==> config.mk <==
export PLATFORM = sky130hd
export DESIGN_NAME = uif_ctrl
export DESIGN_NICKNAME = d
export VERILOG_FILES = /design/src/rtl/uif_pkg.sv /design/src/rtl/uif_fifo.sv /design/src/rtl/uif_rxtimer.sv /design/src/rtl/uif_irqlogic.sv /design/src/rtl/uif_ctrl.sv
export SDC_FILE = /design/constraint.sdc
export NUM_CORES = 1
export LEC_CHECK = 0
export BUFFER_PORTS_ARGS = -buffer_cell sky130_fd_sc_hd__buf_2
export CAP_MARGIN = 15
export CORE_ASPECT_RATIO = 0.5
export CORE_UTILIZATION = 60
export DETAILED_ROUTE_END_ITERATION = 6
export PLACE_DENSITY_LB_ADDON = 0.1
export SLEW_MARGIN = 0
export SYNTH_ARGS = -nofsm -noshare
export SYNTH_HDL_FRONTEND = slang
export SYNTH_SLANG_ARGS = --single-unit
==> constraint.sdc <==
create_clock -name clk -period 3.3 [get_ports clk]
set_input_delay 0.165 -clock clk [delete_from_list [all_inputs] [get_ports clk]]
set_output_delay 0.165 -clock clk [all_outputs]
set_load 0.05 [all_outputs]
==> src/rtl/uif_pkg.sv <==
package uif_pkg;

    localparam int DEPTH_DEF = 16;
    localparam int DW_DEF    = 8;
    localparam int TMO_W_DEF = 4;
    localparam int NSRC      = 5;

    // register map
    typedef enum logic [1:0] {
        A_DATA  = 2'd0,
        A_IRQ   = 2'd1,
        A_CTRL  = 2'd2,
        A_SPARE = 2'd3
    } reg_addr_e;

    // field positions
    localparam int ST_LSB     = 8;
    localparam int RXNE_BIT   = 13;
    localparam int RXTHR_LSB  = 0;
    localparam int TXTHR_LSB  = 8;
    localparam int TMO_LSB    = 16;
    localparam int TXFILL_LSB = 24;
    localparam int RXRST_BIT  = 30;
    localparam int TXRST_BIT  = 31;

    // one bit per interrupt source, source 0 in the LSB
    typedef struct packed {
        logic tx_low;
        logic tx_empty;
        logic rx_tmo;
        logic rx_lvl;
        logic rx_ovf;
    } irq_vec_t;

    function automatic logic any_pending(input irq_vec_t st, input irq_vec_t msk);
        return |(st & msk);
    endfunction

endpackage

==> src/rtl/uif_fifo.sv <==
module uif_fifo #(
    parameter int DW    = 8,
    parameter int DEPTH = 16,
    localparam int PW   = $clog2(DEPTH),
    localparam int CW   = PW + 1
) (
    input  logic          clk,
    input  logic          rst,
    input  logic          clr,
    input  logic          push,
    input  logic          pop,
    input  logic [DW-1:0] wdata,
    output logic [DW-1:0] head,
    output logic [CW-1:0] count,
    output logic          full,
    output logic          empty
);

    logic [DW-1:0] mem [DEPTH];
    logic [PW-1:0] wp, rp;
    logic          push_ok, pop_ok;

    assign full    = (count == CW'(DEPTH));
    assign empty   = (count == '0);
    assign push_ok = push && !full;
    assign pop_ok  = pop && !empty;
    assign head    = mem[rp];

    always_ff @(posedge clk) begin
        if (rst || clr) begin
            wp    <= '0;
            rp    <= '0;
            count <= '0;
        end else begin
            if (push_ok) wp <= wp + PW'(1);
            if (pop_ok)  rp <= rp + PW'(1);
            count <= count + CW'(push_ok) - CW'(pop_ok);
        end
    end

    always_ff @(posedge clk) begin
        if (push_ok && !clr) mem[wp] <= wdata;
    end

endmodule

==> src/rtl/uif_rxtimer.sv <==
module uif_rxtimer #(
    parameter int TMO_W = 4
) (
    input  logic             clk,
    input  logic             rst,
    input  logic             restart,
    input  logic             tick,
    input  logic             arm,
    input  logic [TMO_W-1:0] limit,
    output logic             expired
);

    logic [TMO_W-1:0] cnt;
    logic             at_max;

    assign at_max  = (cnt == {TMO_W{1'b1}});
    assign expired = arm && (limit != '0) && (cnt >= limit);

    always_ff @(posedge clk) begin
        if (rst || restart) begin
            cnt <= '0;
        end else if (tick && arm && !at_max) begin
            cnt <= cnt + TMO_W'(1);
        end
    end

endmodule

==> src/rtl/uif_irqlogic.sv <==
module uif_irqlogic
    import uif_pkg::*;
#(
    parameter int CW = 5
) (
    input  logic          clk,
    input  logic          rst,
    input  logic          ovf_set,
    input  logic          ovf_clr,
    input  logic [CW-1:0] rx_cnt,
    input  logic [CW-1:0] tx_cnt,
    input  logic [CW-1:0] rx_thr,
    input  logic [CW-1:0] tx_thr,
    input  logic          tmo_hit,
    input  irq_vec_t      mask,
    output irq_vec_t      status,
    output logic          irq
);

    logic ovf_q;

    always_ff @(posedge clk) begin
        if (rst || ovf_clr) ovf_q <= 1'b0;
        else if (ovf_set)   ovf_q <= 1'b1;
    end

    always_comb begin
        status.rx_ovf   = ovf_q;
        status.rx_lvl   = (rx_cnt >= rx_thr);
        status.rx_tmo   = tmo_hit;
        status.tx_empty = (tx_cnt == '0);
        status.tx_low   = (tx_cnt < tx_thr);
    end

    assign irq = any_pending(status, mask);

endmodule

==> src/rtl/uif_ctrl.sv <==
module uif_ctrl
    import uif_pkg::*;
#(
    parameter int DEPTH = DEPTH_DEF,
    parameter int DW    = DW_DEF,
    parameter int TMO_W = TMO_W_DEF
) (
    input  logic          clk,
    input  logic          rst,
    input  logic          rx_push,
    input  logic [DW-1:0] rx_data,
    input  logic          char_tick,
    input  logic          tx_pop,
    output logic [DW-1:0] tx_head,
    output logic          tx_valid,
    input  logic          reg_wr,
    input  logic          reg_rd,
    input  logic [1:0]    reg_addr,
    input  logic [31:0]   reg_wdata,
    output logic [31:0]   reg_rdata,
    output logic          irq
);

    localparam int CW = $clog2(DEPTH) + 1;

    reg_addr_e        addr_e;
    logic             wr_data, wr_irq, wr_ctrl, rd_data;
    logic             rx_clr, tx_clr;
    irq_vec_t         mask_q, st;
    logic [CW-1:0]    rxthr_q, txthr_q;
    logic [TMO_W-1:0] tmo_q;
    logic [DW-1:0]    rx_head;
    logic [CW-1:0]    rx_cnt, tx_cnt;
    logic             rx_full, rx_empty, tx_full, tx_empty;
    logic             tmo_arm, tmo_hit;
    logic             wdata_unused;

    assign addr_e  = reg_addr_e'(reg_addr);
    assign wr_data = reg_wr && (addr_e == A_DATA);
    assign wr_irq  = reg_wr && (addr_e == A_IRQ);
    assign wr_ctrl = reg_wr && (addr_e == A_CTRL);
    assign rd_data = reg_rd && (addr_e == A_DATA);
    assign rx_clr  = wr_ctrl && reg_wdata[RXRST_BIT];
    assign tx_clr  = wr_ctrl && reg_wdata[TXRST_BIT];
    assign wdata_unused = ^reg_wdata;

    always_ff @(posedge clk) begin
        if (rst) begin
            mask_q  <= '0;
            rxthr_q <= CW'(DEPTH / 2);
            txthr_q <= CW'(DEPTH / 2);
            tmo_q   <= TMO_W'(1);
        end else begin
            if (wr_irq) mask_q <= irq_vec_t'(reg_wdata[NSRC-1:0]);
            if (wr_ctrl) begin
                rxthr_q <= reg_wdata[RXTHR_LSB +: CW];
                txthr_q <= reg_wdata[TXTHR_LSB +: CW];
                tmo_q   <= reg_wdata[TMO_LSB +: TMO_W];
            end
        end
    end

    uif_fifo #(.DW(DW), .DEPTH(DEPTH)) u_rxq (
        .clk(clk), .rst(rst), .clr(rx_clr),
        .push(rx_push), .pop(rd_data), .wdata(rx_data),
        .head(rx_head), .count(rx_cnt), .full(rx_full), .empty(rx_empty)
    );

    uif_fifo #(.DW(DW), .DEPTH(DEPTH)) u_txq (
        .clk(clk), .rst(rst), .clr(tx_clr),
        .push(wr_data), .pop(tx_pop), .wdata(reg_wdata[DW-1:0]),
        .head(tx_head), .count(tx_cnt), .full(tx_full), .empty(tx_empty)
    );

    assign tx_valid = !tx_empty;
    assign tmo_arm  = !rx_empty && (rx_cnt < rxthr_q);

    uif_rxtimer #(.TMO_W(TMO_W)) u_tmr (
        .clk(clk), .rst(rst),
        .restart(rx_push || rd_data || rx_clr),
        .tick(char_tick), .arm(tmo_arm), .limit(tmo_q),
        .expired(tmo_hit)
    );

    uif_irqlogic #(.CW(CW)) u_irq (
        .clk(clk), .rst(rst),
        .ovf_set(rx_push && rx_full), .ovf_clr(rx_clr),
        .rx_cnt(rx_cnt), .tx_cnt(tx_cnt),
        .rx_thr(rxthr_q), .tx_thr(txthr_q),
        .tmo_hit(tmo_hit), .mask(mask_q),
        .status(st), .irq(irq)
    );

    always_comb begin
        reg_rdata = '0;
        case (addr_e)
            A_DATA: begin
                if (!rx_empty) begin
                    reg_rdata[DW-1:0] = rx_head;
                    reg_rdata[DW]     = 1'b1;
                end
            end
            A_IRQ: begin
                reg_rdata[NSRC-1:0]        = mask_q;
                reg_rdata[ST_LSB +: NSRC]  = st;
                reg_rdata[RXNE_BIT]        = !rx_empty;
            end
            A_CTRL: begin
                reg_rdata[RXTHR_LSB +: CW]  = rxthr_q;
                reg_rdata[TXTHR_LSB +: CW]  = txthr_q;
                reg_rdata[TMO_LSB +: TMO_W] = tmo_q;
                reg_rdata[TXFILL_LSB +: CW] = tx_cnt;
            end
            default: reg_rdata = '0;
        endcase
    end

endmodule

# Yosys cells after proc, flatten, opt, wreduce, memory -nomap -nowiden
# Memory sizes are Yosys's and may differ from the RTL's. A register that Yosys moved wholly into a read port is not among the register bits.
# Index checks and enable logic that the tools add are counted.
[classes]
addsub = 9
n_div = 0
bitwise = 1
n_reduce_logical = 35
mux = 16
multipliers = 0
n_eq_ne = 5
n_shift = 0
n_lt_le_gt_ge = 4
[op_table]
columns = ["op", "n"]
rows = [
  ["$add 4x1->4 const B", 5],
  ["$mux 4", 5],
  ["$logic_and 1x1->1", 18],
  ["$pmux 5 s3", 1],
  ["$add 5x1->5", 2],
  ["$eq 5x5->1 const B", 2],
  ["$logic_not 5->1", 2],
  ["$lt 5x5->1", 2],
  ["$sub 5x1->5", 2],
  ["$mux 9", 1],
  ["$pmux 4 s2", 1],
  ["$logic_not 1->1", 7],
  ["$and 5x5->5", 1],
  ["$ge 5x5->1", 1],
  ["$logic_or 1x1->1", 5],
  ["$mux 1", 5],
  ["$mux 5", 1],
  ["$reduce_or 5->1", 1],
  ["$eq 4x4->1 const B", 1],
  ["$ge 4x4->1", 1],
  ["$reduce_bool 4->1", 1],
  ["$mux 3", 1],
  ["$pmux 1 s3", 1],
  ["$eq 2x1->1 const B", 1],
  ["other kinds (2)", 2],
]
[totals]
latch_bits = 0
ramBits = 256
inputBits = 49
reg_bits = 50
out_inout_bits = 42
n_memories = 2
wordCells = 88
rom_bits = 0
[memory_table]
columns = ["name", "words", "width", "read_ports", "rd_ports_with_merged_regs", "write_ports", "line_no", "text"]
rows = [
  ["u_rxq.mem", 16, 8, 1, 1, 1, "uif_fifo.sv:19", "logic [DW-1:0] mem [DEPTH];"],
  ["u_txq.mem", 16, 8, 1, 1, 1, "uif_fifo.sv:19", ""],
]

# Depth between registers and ports, before layout
# Gate-level depths: netlist (run 1).
[logic_depth]
word_depth = 7
ltp_mapped = 15
depth_no_buf = 14

# By module
# A second synthesis (run 1) with hierarchy kept.
[unflattened]
hier_cells = 863
area_unflattened_um2 = 13411.6
[modules_own_cells]
columns = ["module", "cells_each", "area_each_um2", "seq_area_each_um2", "instances"]
rows = [
  ["uif_fifo at u_rxq", 312, 5791.8, 4184.0, 1],
  ["uif_fifo at u_txq", 312, 5788.1, 4184.0, 1],
  ["uif_ctrl", 160, 1196.1, 380.4, 1],
  ["uif_rxtimer", 38, 322.8, 80.1, 1],
  ["uif_irqlogic", 41, 312.8, 20.0, 1],
]

# Worst setup path after synthesis (run 1)
# Ideal clock, no wire load.
[synth_path]
kind = "reg-to-reg"
start = "register u_rxq.count[3]"
end = "register u_rxq.count[4]"
t_required_ns = 3.230
setup_slack_ns = 0.508
setup_ns = 0.070
synth_period_minus_slack_ns = 2.792
arrival_time_ns = 2.722
path_buffers = 1
stages_incl_launch_ff = 16
cell_sequence = "dfxtp_1 -> inv_1 -> ha_1 -> or4b_1 -> and3_1 -> buf_2 -> ha_1 -> inv_1 -> ha_1 -> inv_1 -> fa_1 -> inv_1 -> a21oi_1 -> nor2_1 -> or3_1 -> a21oi_1"
[synth_between]
word_cells_on_any_way = 8
classes_between = "add/sub (2); eq/ne (1); reduce/logical (5)"
[synth_lines]
columns = ["item", "line_no", "text"]
rows = [
  ["start: declaration", "uif_fifo.sv:14", "output logic [CW-1:0] count,"],
  ["start signal: assignment", "uif_fifo.sv:37", "count <= count + CW'(push_ok) - CW'(pop_ok);"],
  ["$logic_not 5->1", "uif_fifo.sv:24", "assign empty = (count == '0);"],
  ["$logic_not 1->1", "uif_fifo.sv:26", "assign pop_ok = pop && !empty;"],
  ["$logic_and 1x1->1", "uif_fifo.sv:26", ""],
  ["net u_rxq.pop_ok", "uif_fifo.sv:21", "logic push_ok, pop_ok;"],
  ["$sub 5x1->5", "uif_fifo.sv:37", ""],
]
# The timed path passes the listed nets, and every way through them passes these cells.
# A chain may end at the register's enable or synchronous reset.

# Worst setup path after layout (run 1)
[layout_path]
start = "register u_rxq.count[3]"
end = "register u_rxq.count[4]"
[layout_between]
elab_chain_len = 5
word_cells_on_any_way = 8
classes_between = "add/sub (2); eq/ne (1); reduce/logical (5)"
[layout_lines]
columns = ["item", "line_no", "text"]
rows = [
  ["$eq 5x5->1", "uif_fifo.sv:23", "assign full = (count == CW'(DEPTH));"],
  ["$logic_not 1->1", "uif_fifo.sv:25", "assign push_ok = push && !full;"],
  ["$logic_and 1x1->1", "uif_fifo.sv:25", ""],
  ["$add 5x1->5", "uif_fifo.sv:37", ""],
  ["$sub 5x1->5 (*)", "uif_fifo.sv:37", ""],
]
# Mark *: on every way between the ends. The rest lies on a longest branch, timed or not.

==> summary.txt, run 1 <==
Floorplan
  • Die Y: around 110 um
  • I/O pin total: 91
  • Die Wd: between 200 and 250 um
  • Die ar.: 22600 um^2
  • Core Area: around 21000 um^2
  • FP Rows: 37
  • Initial core utilization: 62.7%

STA
  • Worst slew margin: a little under a quarter
  • Fin crit period: slightly above 3 ns
  • Endpoints failing setup: 0
  • RSZ-0062 raised after global routing: false
  • Final cycle utilization of the critical path: 91.5%
  • Setup TNS: 0 ns
  • Worst Tran Pin Value: 1.15 ns
  • Final hold slack: ~0.015 ns
  • Slew Viols, Final: 0
  • FMAX: around 330 MHz
  • Final Hold Fails: 0
  • Worst Clk Skew: 0.0112 ns

Run status
  • Outcome: finished clean

Clocking
  • Htree depth: 1
  • CTS tree: built
  • Clock Pin Slew Worst Setup and Hold Paths: about 0.070 ns
  • Setup repair bufs after CTS: 0
  • Root buffer selected by CTS: clkbuf_16
  • Num CTS Buffers: 27
  • Clock Latency Late Sink: about 0.54 ns
  • Clock Sink Count: 314
  • Longest Clk Path Bufs: 3

Placement
  • HPWL Detailed: 16800 um
  • Placed insts: between 1000 and 1500
  • GPL Wtd Cong: between 0.7 and 0.8
  • I/O Buffers: 68

Finish
  • P&R area growth vs syn: 13.5%
  • Share of layout cells above drive strength 1: a little under a quarter
  • FF/Latch Area: 8850 um^2
  • # diodes: 0
  • Layout Cells excl Fill: 1227
  • Fill count: approximately 1300
  • Area of the multi-input gates: ~3900 um^2
  • Final Util: slightly above 70%
  • # nets final: just over 1000

Yosys
  • Synth async-reset ratio: 0%
  • Synthesized area per cell: roughly 16 um^2
  • Synth cell types: 50
  • Top FF cell, synth: edfxtp_1
  • Sequential-to-total area share from yosys stat: 67.2%
  • Synthesized instance count: 806
  • Ys Warns: 0
  • Post-synth EDFFs: roughly 260
  • Synth Register Bits: 314
  • Cell Area, Synth: around 13000 um^2

Drt
  • Drt total wl: about 26000 um
  • 1st-pass router iterations: 5
  • ANT nets after route: 0
  • Via Count: ~7100
  • DR DRC count: 0
  • Avg Vias per Cell: 5.80
  • DR iter-0 viols: about 500
  • DR WL/cell: approximately 21 um

Global routing
  • Vias in the first global route: between 7000 and 8000
  • Largest net degree at the start of global routing: 33
  • Tot GR Track Use: roughly 24%
  • Initial antenna violation count: 0
  • Grt ovf: 0
  • First-pass GRT wire length: roughly 40000 um

Critical path
  • Crit start category: flip-flop
  • Required @ worst endpoint: around 3.8 ns
  • Arrival time at the worst endpoint: roughly 3.5 ns
  • CP endpoint kind: flip-flop
  • Largest fanout on the critical path: 5
  • Setup crit start: u_rxq.count[3]$_SDFF_PP0_
  • Setup Crit Path Kind: reg -> reg
  • R2R Path Start: u_rxq.count[3]$_SDFF_PP0_

Power
  • Leak: approximately 5.1 nW
  • P per Cell Area: approximately 650 nW/um^2
  • Peak supply drop: 0.465 mV
  • Total power: approximately 9.7 mW

Hold path
  • Worst hold path class: in -> reg
  • Worst Hold Launch: rx_data[5]

Run
  • Max_cap viols: 0
-- cells by family after synthesis --
| family | synth area share (%) |
|---|---|
| adder cells (fa/ha/maj) | 4.10 |
| XOR/XNOR | 1.40 |
| AO/OA/AOI/OAI | 3.76 |
| other | 0.0285 |
| AND/OR/NAND/NOR | 6.09 |
| multiplexers | 14.0 |
| buffers and inverters | 3.49 |
| flip-flops | 67.2 |
-- worst paths after layout --
| path | slack (ns) | endpoint | depth (start not counted) |
|---|---|---|---|
| worst max-delay path | 0.28 | u_rxq.count[4]$_SDFF_PP0_ | 14 |
| worst min-delay path | 0.02 | u_rxq.mem[0][5]$_DFFE_PP_ | 1 |
| worst max register to register | 0.28 | u_rxq.count[4]$_SDFF_PP0_ | 14 |
| worst min register to register | 0.48 | rxthr_q[1]$_SDFFE_PP0P_ | 2 |
-- cell usage after synthesis, types with 2 or more instances --
library cell	instances	area share, %
a211o_1	3	0.20
a211oi_1	7	0.40
a21boi_0	3	0.17
a21o_1	4	0.23
a21oi_1	28	1.1
a22oi_1	12	0.68
a31oi_1	2	0.095
and2_1	12	0.57
buf_1	8	0.23
buf_2	7	0.27
buf_4	14	0.80
buf_6	7	0.60
clkbuf_1	9	0.26
dfxtp_1	58	8.8
edfxtp_1	256	58
fa_1	2	0.30
ha_1	40	3.8
inv_1	40	1.1
mux2_2	10	0.85
mux2i_1	7	0.53
mux4_1	10	2.0
mux4_2	62	11
nand2_1	54	1.5
nand2b_1	5	0.24
nand3_1	9	0.34
nand3b_1	5	0.28
nand4_1	5	0.24
nor2_1	62	1.8
nor2b_1	7	0.33
nor3_1	7	0.27
nor4_1	2	0.095
o211ai_1	2	0.11
o21ai_0	9	0.34
o21ai_1	2	0.076
or3_1	2	0.095
xnor2_1	9	0.60
xor2_1	12	0.80
-- metal layers --
layer  vias up  wire length (um)  global-route usage [%]
met1      3585             11200                    32.8
met4         0               422                    5.07
met2       226             12800                    41.1
li1       3273                 -                       -
met3        33              1510                    4.39
met5         -                 0                       0
-- critical path, stage by stage (launching register included) --
cell and delay [ns]:
dfxtp_1 0.34, inv_1 0.09, ha_1 0.15, or4b_1 0.53, and3_1 0.31, ha_1 0.30
inv_1 0.04, ha_1 0.18, inv_1 0.08, fa_1 0.21, inv_1 0.05, a21oi_1 0.12
nor2_1 0.06, or3_1 0.34, a21oi_1 0.15
-- timing repair --
item,CTS,global route
hold endpoints to repair,51,0
hold buffers,15,0
resized for setup,0,1
setup endpoints to repair,0,3
-- stage by stage --
stage	worst slack [ns]	area, um^2
after floorplan	0.508	13200
after global placement	0.353	13900
after detailed placement	0.320	13900
after CTS	0.171	14900
after global routing	0.0575	15000
final	0.280	15000
-- layout make-up --
cell class | instances | area share (%)
Inverter | 40 | 1.00
Sequential cell | 314 | 59.2
Tap cell | 292 | 2.44
Clock inverter | 16 | 1.32
Multi-Input combinational cell | 413 | 26.1
Clock buffer | 32 | 4.64
Timing Repair Buffer | 120 | 5.30
-- cells in the final DEF, fill, tap and decap left out, types with 10 or more instances in the layout --
cell	instances
buf_4	35
buf_2	68
xor2_1	12
dfxtp_1	57
mux2_2	10
edfxtp_1	256
mux4_2	62
mux4_1	10
inv_1	40
a22oi_1	12
nor2_1	62
a21oi_1	28
nand2_1	54
and2_1	12
dlygate4sd3_1	15
clkbuf_16	27
ha_1	40
-- flip-flops by register name (all words and copies together), names as in the netlist, 5 cells and up, named ones only --
register / count
u_txq.mem: 128
mask_q: 5
rxthr_q: 5
u_txq.count: 5
txthr_q: 5
u_rxq.mem: 128
u_rxq.count: 5
-- power by group --
part,internal (mW),switching (mW)
Combinational,0.806,1.11
Sequential,4.42,0.121
Clock,1.83,1.39
Total,7.05,2.62
Power figures use the tool's default switching activity.
==> run 2, diff against run 1 <==
CORE_UTILIZATION = 35   (was 60)
==> run 2 against run 1 <==
  * First-iteration DRC count decreased by 4.5%
  * Global-route usage fell by 8.8 points
  * Cell area up 2.9%
  * Worst setup slack got worse by 0.026 ns
  * Via count rose by 0.69%
  * Fmax decreased by 0.85%
  * Clock power is essentially flat
  * Hold slack improved by 0.0043 ns
  * Non-clock buffer count grew 23
  * Final cell count grew 18%
  * Wire length increased by 12%
  * Critical path type is now reg -> out
==> summary.txt, run 2 (synthesis gave the netlist of run 1 again) <==
Power
  • Leak: approximately 5.3 nW
  • Share of power burned in registers: around 47%
  • Sw Pwr: 2.71 mW
  • Peak supply drop: 0.326 mV
  • P per Cell Area: approximately 630 nW/um^2
  • Combinational power share: 19.8%
  • Power share of the clock group: 33.2%
  • Switch share: between 20% and 30%
  • Internal power: approximately 7 mW
  • Total power: 9.70 mW

Floorplan
  • FP Rows: 49
  • Initial core utilization: a little over a third
  • Core Area: 36500 um^2
  • Die ar.: approximately 38000 um^2
  • Die Wd: about 280 um
  • I/O pin total: 91
  • Die Y: ~140 um

Finish
  • Most frequent cells in the layout: 256 x edfxtp_1, 68 x buf_2, 62 x nor2_1, 62 x mux4_2, 56 x dfxtp_1
  • Share of layout cells above drive strength 1: roughly a quarter
  • FF/Latch Area: between 8000 and 9000 um^2
  • # nets final: approximately 1000
  • P&R area growth vs syn: 16.7%
  • Most common cell after layout, fill and taps aside: edfxtp_1
  • Area of the multi-input gates: 3900 um^2
  • Fin area: roughly 15000 um^2
  • Layout Cells excl Fill: approximately 1400
  • Final Util: a little over two fifths
  • Largest registers: u_rxq.mem x128, u_txq.mem x128
  • # diodes: 0
  • Fill count: between 3000 and 4000

STA
  • FMAX: between 300 and 400 MHz
  • RSZ-0062 raised after global routing: false
  • Final Hold Fails: 0
  • Worst Clk Skew: 0.00963 ns
  • Final cycle utilization of the critical path: between 90% and 100%
  • Final worst slack: between 0.2 and 0.3 ns
  • Setup TNS: 0 ns
  • Slew Viols, Final: 0
  • Endpoints failing setup: 0
  • Final hold slack: 0.0197 ns
  • Fin crit period: 3.05 ns
  • Worst slew margin: 34.1%
  • Worst Tran Pin Value: about 0.99 ns

Critical path
  • Arrival time at the worst endpoint: ~2.9 ns
  • Required @ worst endpoint: around 3.1 ns
  • Crit start category: flip-flop
  • CP endpoint kind: primary output
  • R2R Path Start: u_rxq.count[3]$_SDFF_PP0_
  • Worst Reg2Reg Path Length in Cells: 14
  • Setup Crit Path Kind: reg -> out
  • Largest fanout on the critical path: 6
  • R2r endpoint: u_rxq.count[4]$_SDFF_PP0_
  • Flop2flop setup slack: around 0.3 ns
  • Setup crit start: u_rxq.count[2]$_SDFF_PP0_

Drt
  • DR WL/cell: about 20 um
  • Via Count: a little over 7000
  • DR iter-0 viols: 469
  • 1st-pass router iterations: 5
  • Drt total wl: between 20000 and 30000 um
  • Avg Vias per Cell: approximately 5.0
  • DR DRC count: 0
  • ANT nets after route: 0

Clocking
  • Clock Latency Late Sink: around 0.54 ns
  • Root buffer selected by CTS: clkbuf_16
  • Longest Clk Path Bufs: 3
  • Clock Sink Count: between 300 and 400
  • Htree depth: 1
  • Num CTS Buffers: 29
  • Setup repair bufs after CTS: 0
  • Clock Pin Slew Worst Setup and Hold Paths: about 0.07 ns
  • CTS tree: built

Placement
  • Area of placed instances: about 14000 um^2
  • Placed insts: roughly 1400
  • Place WS: between 0.3 and 0.4 ns
  • GPL Wtd Cong: ~0.75
  • HPWL Detailed: roughly 20000 um
  • I/O Buffers: 68

Global routing
  • Tot GR Track Use: 15.3%
  • Initial antenna violation count: 0
  • Grt ovf: 0
  • Vias in the first global route: around 7500
  • Largest net degree at the start of global routing: 33
  • First-pass GRT wire length: ~45000 um

Hold path
  • Worst Hold Launch: reg_wdata[5]
  • Worst hold path class: in -> reg
  • Hold endpoint: u_txq.mem[7][5]$_DFFE_PP_
  • Hold Path Depth: 1

Run status
  • Outcome: finished clean

Run
  • Max_cap viols: 0
-- run 2: cell types whose count changed in the layout (fill, tap and decap cells not counted), sizes merged --
cell	change
dlygate4sd3	+6
clkinvlp	+4
clkbuf	+1
buf	+17
clkinv	+2
bufinv	-2
-- run 2: how the worst max path moves through the flow --
stage                                           end  slack (ns)
final                                  reg_rdata[1]        0.25
after global routing                   reg_rdata[3]        0.03
after CTS                              reg_rdata[3]        0.07
after detailed placement  u_rxq.count[4]$_SDFF_PP0_        0.31
after global placement    u_rxq.count[4]$_SDFF_PP0_        0.35
after floorplan           u_rxq.count[4]$_SDFF_PP0_        0.51
-- run 2: layout make-up --
cell class | instances | area share, %
Sequential cell | 314 | 57.5
Multi-Input combinational cell | 413 | 25.4
Timing Repair Buffer | 143 | 6.30
Clock buffer | 33 | 4.82
Tap cell | 484 | 3.94
Clock inverter | 20 | 1.06
Inverter | 40 | 0.976
-- run 2: routing by layer --
metal | track usage, % | vias to the layer above | share of wire [%]
li1 | - | 3317 | -
met1 | 21.4 | 3697 | 47
met2 | 25.3 | 122 | 48
met3 | 2.64 | 30 | 3.3
met4 | 2.85 | 0 | 1.4
met5 | 0 | - | 0
-- run 2: worst max-delay path, cell delays in order (launching register included) --
cell and delay [ns]:
dfxtp_1 0.37, inv_1 0.08, ha_1 0.21, or4b_1 0.25, nand2_1 0.28, nor3_1 0.56, a22oi_1 0.13, o21ai_0 0.15
buf_2 0.32
-- run 2: repair_timing --
item	4_1_cts	5_1_grt
gates resized for setup	0	1
hold buffers	21	0
endpoints found under the setup margin	0	4
hold endpoints to repair	154	0
-- run 2: power groups by stage --
stage                     clock network, mW  registers (mW)  logic, mW
after floorplan                           0            4.58       1.49
after global placement                    0            4.65       1.91
after detailed placement                  0            4.66       1.92
after CTS                              3.31            4.57       1.95
after global routing                   3.46            4.59       2.11
final                                  3.22            4.56       1.92
